<file path="src/rtl/bus_own_pkg.sv">
package bus_own_pkg;
  typedef enum logic [1:0] {
    ARB_SLAVE = 2'd0,
    ARB_PEND  = 2'd1,
    ARB_OWN   = 2'd2,
    ARB_LETGO = 2'd3
  } arb_state_t;
endpackage

</file>
<file path="src/rtl/bus_own_sync.sv">
module bus_own_sync #(
  parameter int   STAGES  = 2,
  parameter logic RST_VAL = 1'b0
) (
  input  logic clk,
  input  logic rst_n,
  input  logic d,
  output logic q
);
  localparam int NS = (STAGES < 1) ? 1 : STAGES;
  logic [NS-1:0] chain_q;

  generate
    if (NS == 1) begin : g_one
      always_ff @(posedge clk or negedge rst_n) begin
        if (!rst_n) chain_q <= RST_VAL;
        else        chain_q <= d;
      end
    end else begin : g_many
      always_ff @(posedge clk or negedge rst_n) begin
        if (!rst_n) chain_q <= {NS{RST_VAL}};
        else        chain_q <= {chain_q[NS-2:0], d};
      end
    end
  endgenerate

  assign q = chain_q[NS-1];
endmodule

</file>
<file path="src/rtl/bus_own_reqgen.sv">
module bus_own_reqgen (
  input  logic clk,
  input  logic rst_n,
  input  logic need_bus,
  input  logic req_hold,
  input  logic lowpower,
  output logic bus_req
);
  logic req_q, req_d;

  always_comb begin
    if (lowpower) req_d = req_hold ? req_q : 1'b0;
    else          req_d = need_bus | req_hold;
  end

  always_ff @(posedge clk or negedge rst_n) begin
    if (!rst_n) req_q <= 1'b0;
    else        req_q <= req_d;
  end

  assign bus_req = req_q;

  assert_lp_drop_R8: assert property (@(posedge clk) disable iff (!rst_n)
    (lowpower && !req_hold) |=> !bus_req);
  assert_lp_keep_R8: assert property (@(posedge clk) disable iff (!rst_n)
    (lowpower && req_hold) |=> $stable(bus_req));
  assert_hold_forces_R2: assert property (@(posedge clk) disable iff (!rst_n)
    (!lowpower && req_hold) |=> bus_req);
endmodule

</file>
<file path="src/rtl/bus_own_fsm.sv">
module bus_own_fsm
  import bus_own_pkg::*;
(
  input  logic       clk,
  input  logic       rst_n,
  input  logic       bus_req,
  input  logic       grant_s,
  input  logic       busy_s,
  input  logic       cycle_done,
  output arb_state_t state
);
  arb_state_t st_q, st_d;

  always_comb begin
    st_d = st_q;
    unique case (st_q)
      ARB_SLAVE: if (bus_req && grant_s) st_d = ARB_PEND;
      ARB_PEND: begin
        if (!bus_req || !grant_s) st_d = ARB_SLAVE;
        else if (!busy_s)         st_d = ARB_OWN;
      end
      ARB_OWN:   if (!grant_s && cycle_done) st_d = ARB_LETGO;
      ARB_LETGO: st_d = ARB_SLAVE;
      default:   st_d = ARB_SLAVE;
    endcase
  end

  always_ff @(posedge clk or negedge rst_n) begin
    if (!rst_n) st_q <= ARB_SLAVE;
    else        st_q <= st_d;
  end

  assign state = st_q;

  assert_take_when_free_R3: assert property (@(posedge clk) disable iff (!rst_n)
    (st_q == ARB_OWN && $past(st_q) != ARB_OWN) |-> ($past(st_q) == ARB_PEND && !$past(busy_s)));
  assert_park_R5: assert property (@(posedge clk) disable iff (!rst_n)
    (st_q == ARB_OWN && grant_s) |=> st_q == ARB_OWN);
  assert_cycle_end_R4: assert property (@(posedge clk) disable iff (!rst_n)
    (st_q == ARB_OWN && !cycle_done) |=> st_q == ARB_OWN);
  assert_letgo_once_R6: assert property (@(posedge clk) disable iff (!rst_n)
    (st_q == ARB_LETGO) |=> st_q == ARB_SLAVE);
  assert_idle_ignores_R9: assert property (@(posedge clk) disable iff (!rst_n)
    (st_q == ARB_SLAVE && !bus_req) |=> st_q == ARB_SLAVE);
endmodule

</file>
<file path="src/rtl/bus_own_ctrl.sv">
module bus_own_ctrl
  import bus_own_pkg::*;
#(
  parameter int SYNC_STAGES = 2,
  parameter int RST_STAGES  = 2
) (
  input  logic clk,
  input  logic rst_n,
  input  logic need_bus,
  input  logic req_hold,
  input  logic grant_in,
  input  logic busy_n_in,
  input  logic cycle_done,
  input  logic lowpower,
  output logic bus_req,
  output logic busy_drv_n,
  output logic busy_drv_oe,
  output logic is_master
);
  logic       arb_rst_n;
  logic       grant_s;
  logic       busy_n_s;
  logic       busy_s;
  arb_state_t state;

  bus_own_sync #(.STAGES(RST_STAGES), .RST_VAL(1'b0)) u_rst_sync (
    .clk(clk), .rst_n(rst_n), .d(1'b1), .q(arb_rst_n));

  bus_own_sync #(.STAGES(SYNC_STAGES), .RST_VAL(1'b0)) u_grant_sync (
    .clk(clk), .rst_n(arb_rst_n), .d(grant_in), .q(grant_s));

  bus_own_sync #(.STAGES(SYNC_STAGES), .RST_VAL(1'b1)) u_busy_sync (
    .clk(clk), .rst_n(arb_rst_n), .d(busy_n_in), .q(busy_n_s));

  assign busy_s = ~busy_n_s;

  bus_own_reqgen u_req (
    .clk(clk), .rst_n(arb_rst_n), .need_bus(need_bus), .req_hold(req_hold),
    .lowpower(lowpower), .bus_req(bus_req));

  bus_own_fsm u_fsm (
    .clk(clk), .rst_n(arb_rst_n), .bus_req(bus_req), .grant_s(grant_s),
    .busy_s(busy_s), .cycle_done(cycle_done), .state(state));

  always_comb begin
    is_master   = (state == ARB_OWN);
    busy_drv_oe = (state == ARB_OWN) || (state == ARB_LETGO);
    busy_drv_n  = (state != ARB_OWN);
  end

  assert_tristate_not_owner_R6: assert property (@(posedge clk) disable iff (!arb_rst_n)
    !busy_drv_oe |-> !is_master);
  assert_release_high_R6: assert property (@(posedge clk) disable iff (!arb_rst_n)
    $fell(is_master) |-> (busy_drv_oe && busy_drv_n));
  assert_reset_quiet_R7: assert property (@(posedge clk)
    !rst_n |-> (!bus_req && !is_master && !busy_drv_oe));
endmodule

</file>
<file path="config.mk">
export PLATFORM = sky130hd
export DESIGN_NAME = bus_own_ctrl
export DESIGN_NICKNAME = d
export VERILOG_FILES = /design/src/rtl/bus_own_pkg.sv /design/src/rtl/bus_own_sync.sv /design/src/rtl/bus_own_reqgen.sv /design/src/rtl/bus_own_fsm.sv /design/src/rtl/bus_own_ctrl.sv
export SDC_FILE = /design/constraint.sdc
export NUM_CORES = 1
export LEC_CHECK = 0
export ABC_AREA = 1
export BUFFER_PORTS_ARGS = -buffer_cell sky130_fd_sc_hd__buf_2
export CAP_MARGIN = 20
export CORE_AREA = 4 4 41 43
export CTS_BUF_LIST = sky130_fd_sc_hd__clkbuf_8
export CTS_CLUSTER_DIAMETER = 200
export DETAILED_ROUTE_END_ITERATION = 12
export DIE_AREA = 0 0 45 47
export PLACE_DENSITY_LB_ADDON = 0.08
export SLEW_MARGIN = 0
export SYNTH_ARGS = -nofsm -noshare
export SYNTH_HDL_FRONTEND = slang
export SYNTH_SLANG_ARGS = --single-unit
</file>
<file path="constraint.sdc">
create_clock -name clk -period 1 [get_ports clk]
set_clock_uncertainty 0.05 [all_clocks]
set_input_delay 0.2 -clock clk [delete_from_list [all_inputs] [get_ports clk]]
set_output_delay 0.2 -clock clk [all_outputs]
set_load 0.02 [all_outputs]
</file>
# Word-level counts from Yosys, hierarchy flattened
# Index checks and enable logic that the tools add are counted.
[classes]
eq_ne = 8
n_mux = 7
n_bitwise = 1
n_reduce_logical = 8
[op_table]
columns = ["operator", "n"]
rows = [
  ["2-bit 2-to-1 mux", 4],
  ["2-bit one-hot mux with 4 select lines", 1],
  ["2-bit == test (second input constant)", 2],
  ["2-bit by 1-bit inequality test with 1-bit output (second input constant)", 2],
  ["2-bit inequality test (second input constant)", 2],
  ["3-bit by 2-bit inequality test with 1-bit output (second input constant)", 1],
  ["3-bit AND reduction", 1],
  ["2-bit by 1-bit == test with 1-bit output (second input constant)", 1],
  ["1-bit logical AND", 2],
  ["1-bit zero test", 2],
  ["2-bit zero test", 1],
  ["1-bit logical OR", 2],
  ["1-bit 2-to-1 mux", 2],
  ["1-bit bitwise OR", 1],
]
[totals]
ff_bits = 9
in_bits = 8
out_inout_bits = 4
elab_cells = 29

# Logic depth before layout (Yosys ltp)
[logic_depth]
ltp_word = 4
depth_mapped = 5
ltp_nobuf = 5

# Cells and area by module
# From an unflattened synthesis, not the netlist that was laid out.
[hier_totals]
hier_cells = 39
hier_area_um2 = 351.6
[modules_own_cells]
columns = ["module", "instances", "cells_each", "area_each_um2", "seq_area_each_um2"]
rows = [
  ["bus_own_fsm", 1, 19, 122.6, 50.0],
  ["bus_own_sync (u_grant_sync ...)", 2, 2, 50.0, 50.0],
  ["bus_own_sync (u_busy_sync)", 1, 2, 52.6, 52.6],
  ["bus_own_reqgen", 1, 7, 47.5, 25.0],
  ["bus_own_ctrl", 1, 7, 28.8, 0.0],
]

# Worst setup path after synthesis
# No wires, ideal clock.
[synth_path]
path_type = "register to output"
start = "register u_fsm.st_q[0], in the netlist u_fsm.state[0]"
end = "output port busy_drv_n"
arrival_time_ns = 0.803
required_time_ns = 0.750
setup_slack_ns = -0.053
stages_incl_launch_ff = 3
path_buffers = 0
cell_sequence = "dfrtp_1 nor2_2 inv_2"
[synth_between]
elab_chain_cells = 1
[synth_lines]
columns = ["item", "line", "rtl"]
rows = [
  ["start, declared", "bus_own_fsm.sv:12", "arb_state_t st_q, st_d;"],
  ["start signal, assigned", "bus_own_fsm.sv:30", "else st_q <= st_d;"],
  ["2-bit inequality test", "bus_own_ctrl.sv:48", "busy_drv_n = (state != ARB_OWN);"],
  ["end, declared", "bus_own_ctrl.sv:16", "output logic busy_drv_n,"],
]
# Every way passes these cells.

# Worst setup path in the final report
# Ends and elaborated chain as after synthesis.

==> metrics.csv <==
stage,metric,value,unit
clocking,cts_tree,yes,
placement,dp_cells,57,
route,drt_first_iter_violations,1,
floorplanning,dieWidth,45,µm
clocking,clk_latency,0.23,ns
logic_synthesis,yosysUniqueCellTypes,13,
placement,placed_cell_area,404,µm²
logic_synthesis,synthCells,31,
global_route,grt_pass1_vias,315,
route,viasPerCell,4.09,
flow_run,drv_cap,0,
timing,timing.fmax,833,MHz
layout,layout_common_cells,"buf_2 (8), dfrtp_1 (7), buf_4 (6)",
layout,drive_above_1_share,55.6,%
layout,post-route-util,41.8,%
floorplanning,chipHeight,47,µm
power_and_ir_drop,total_power,1.31,mW
floorplanning,dieArea,2120,µm²
critical_path,required,0.75,ns
power_and_ir_drop,power_leakage,0.289,nW
route,drc,0,
placement,io_buffers,11,
timing,setup_viol,5,
clocking,cts.htree.levels,1,
layout,antennaDiodeCount,0,
layout,fillers,133,
placement,hpwl,475,µm
global_route,grt_pass1_wl,1.15,mm
timing,slew_viol_final,0,
layout,multiInputGateArea,77.6,µm²
layout,register_area,228,µm²
layout,area_delta_synth_final,69.3,%
floorplanning,initial_core_util,24.7,%
floorplanning,rows,13,
route,ant_nets,0,
critical_path,critPathLaunchType,flop,
critical_path,worst-endpoint-arrival,0.95,ns
min_path,min_path_type,in2reg,
logic_synthesis,syn_nets,39,
global_route,antenna_found_initial,0,
critical_path,cp-end-kind,output port,
timing,rsz0062_at_grt,true,
logic_synthesis,yosysSeqAreaShare,70.8,%
logic_synthesis,synth-seq-cells,9,
clocking,clkSlewWorstSetupHoldPaths,0.05,ns
layout,final_area,544,µm²
critical_path,crit_fanout,3,
global_route,grt_usage,7.98,%
global_route,grt_max_degree,8,
route,via_count,282,
route,drt_wl_total,667,µm
route,dr.pass1.iters,5,
power_and_ir_drop,power_density,2410,nW/µm²
layout,finalNonFillerCells,69,
global_route,busiest_layer,met2,
global_route,grt_use_met2,13.3,%
power_and_ir_drop,ir_worst_vdd,0.853,mV
logic_synthesis,synth_area,322,µm²
floorplanning,io_pins,12,
layout,layout_commonest_cell,buf_2,
timing,final.period_utilization,120,%
logic_synthesis,ys.warnings.count,0,
status,status,"complete, but fails checks",
timing,whs,0.0164,ns
global_route,grt_use_met3,2.30,%
timing,period_minus_slack,1.20,ns
floorplanning,coreArea,1300,µm²
global_route,globalRouteMet1Util,7.03,%
clocking,cts-buffers-inserted,3,
global_route,grt_remaining_overflow,0,
placement,gp_congestion,0.768,
clocking,cts_root_buf,clkbuf_8,
clocking,clock-sinks,9,
timing,hold_viol,0,
timing,setup_slack,-0.201,ns
logic_synthesis,syn_avg_cell_area,10.4,µm²
route,route.detailed.wl_per_inst,9.67,µm
status,violations,setup timing,
clocking,clockBufferDepth,2,
layout,fin_nets,63,
critical_path,path_class,reg2out,
## through the flow
step / TNS [ns] / worst slack [ns]
finish: -0.552 / -0.201
global route: -0.761 / -0.238
CTS: -0.545 / -0.189
detailed placement: 0 / 0.0277
global placement: 0 / 0.0570
floorplan: 0 / 0.0313
## path summary, 6_finish.rpt
| kind | start | to | slack (ns) | cells after the start |
|---|---|---|---|---|
| worst max-delay path | u_fsm.state[0]$_DFFE_PN0P_ | busy_drv_n | -0.20 | 3 |
| worst min-delay path | busy_n_in | u_busy_sync.chain_q[0]$_DFF_PN1_ | 0.02 | 1 |
| worst max register to register | u_fsm.state[0]$_DFFE_PN0P_ | u_fsm.state[0]$_DFFE_PN0P_ | -0.04 | 6 |
| worst min register to register | u_rst_sync.chain_q[1]$_DFF_PN0_ | asynchronous set/reset pin | 0.06 | 0 |
| max in group asynchronous | u_rst_sync.chain_q[1]$_DFF_PN0_ | u_busy_sync.chain_q[0]$_DFF_PN1_ | 0.57 | 0 |
| min in group asynchronous | u_rst_sync.chain_q[1]$_DFF_PN0_ | asynchronous set/reset pin | 0.06 | 0 |
## per-layer routing
| metal | share of wire (%) | routed length, µm | vias to the layer above |
|---|---|---|---|
| li1 | - | - | 138 |
| met1 | 36 | 238 | 131 |
| met2 | 55 | 367 | 11 |
| met3 | 7.5 | 50 | 2 |
| met4 | 1.5 | 10 | 0 |
| met5 | 0 | 0 | - |
## synthesized netlist by cell type
library cell | instances | area share [%]
nor2_1 | 2 | 2.3
dfstp_2 | 2 | 16
clkbuf_1 | 1 | 1.2
dfrtp_1 | 7 | 54
a21oi_1 | 1 | 1.6
o21ai_0 | 1 | 1.6
nand3_1 | 3 | 4.7
nor2_2 | 1 | 1.9
nand2_1 | 5 | 5.8
nand4_1 | 1 | 1.9
inv_2 | 3 | 3.5
inv_1 | 3 | 3.5
conb_1 | 1 | 1.2
## final cells by class
cell class                      count  area share [%]
Multi-Input combinational cell     15            14.3
Sequential cell                     9            41.8
Clock inverter                      1           0.920
Tap cell                           15            3.45
Clock buffer                        3            7.59
Inverter                            6            4.14
Timing Repair Buffer               20            27.8
## kinds of logic after synthesis
logic type	after synthesis	share of synthesized area (%)
AOI/OAI and AO/OA	2	3.11
buffers and inverters	7	8.17
other	1	1.17
DFF	9	70.8
and+or+nand+nor	12	16.7
## worst max-delay path, stage by stage (launching register included)
cell	delay [ns]
dfrtp_1	0.40
nor2_4	0.14
inv_2	0.05
buf_6	0.12
## where the power goes
group	internal [mW]	leakage, nW	switching (mW)
clock	0.271	0.0255	0.137
combinational	0.249	0.158	0.199
sequential	0.416	0.106	0.0414
## what timing repair did
item | in CTS | in global routing
gates resized for setup | 8 | 1
setup buffers | 5 | 2
pin swaps | 2 | 1
endpoints found under the hold margin | 2 | 0
hold buffers | 1 | 0
endpoints found under the setup margin | 4 | 6
No activity file was read; power rests on OpenSTA's default activity.
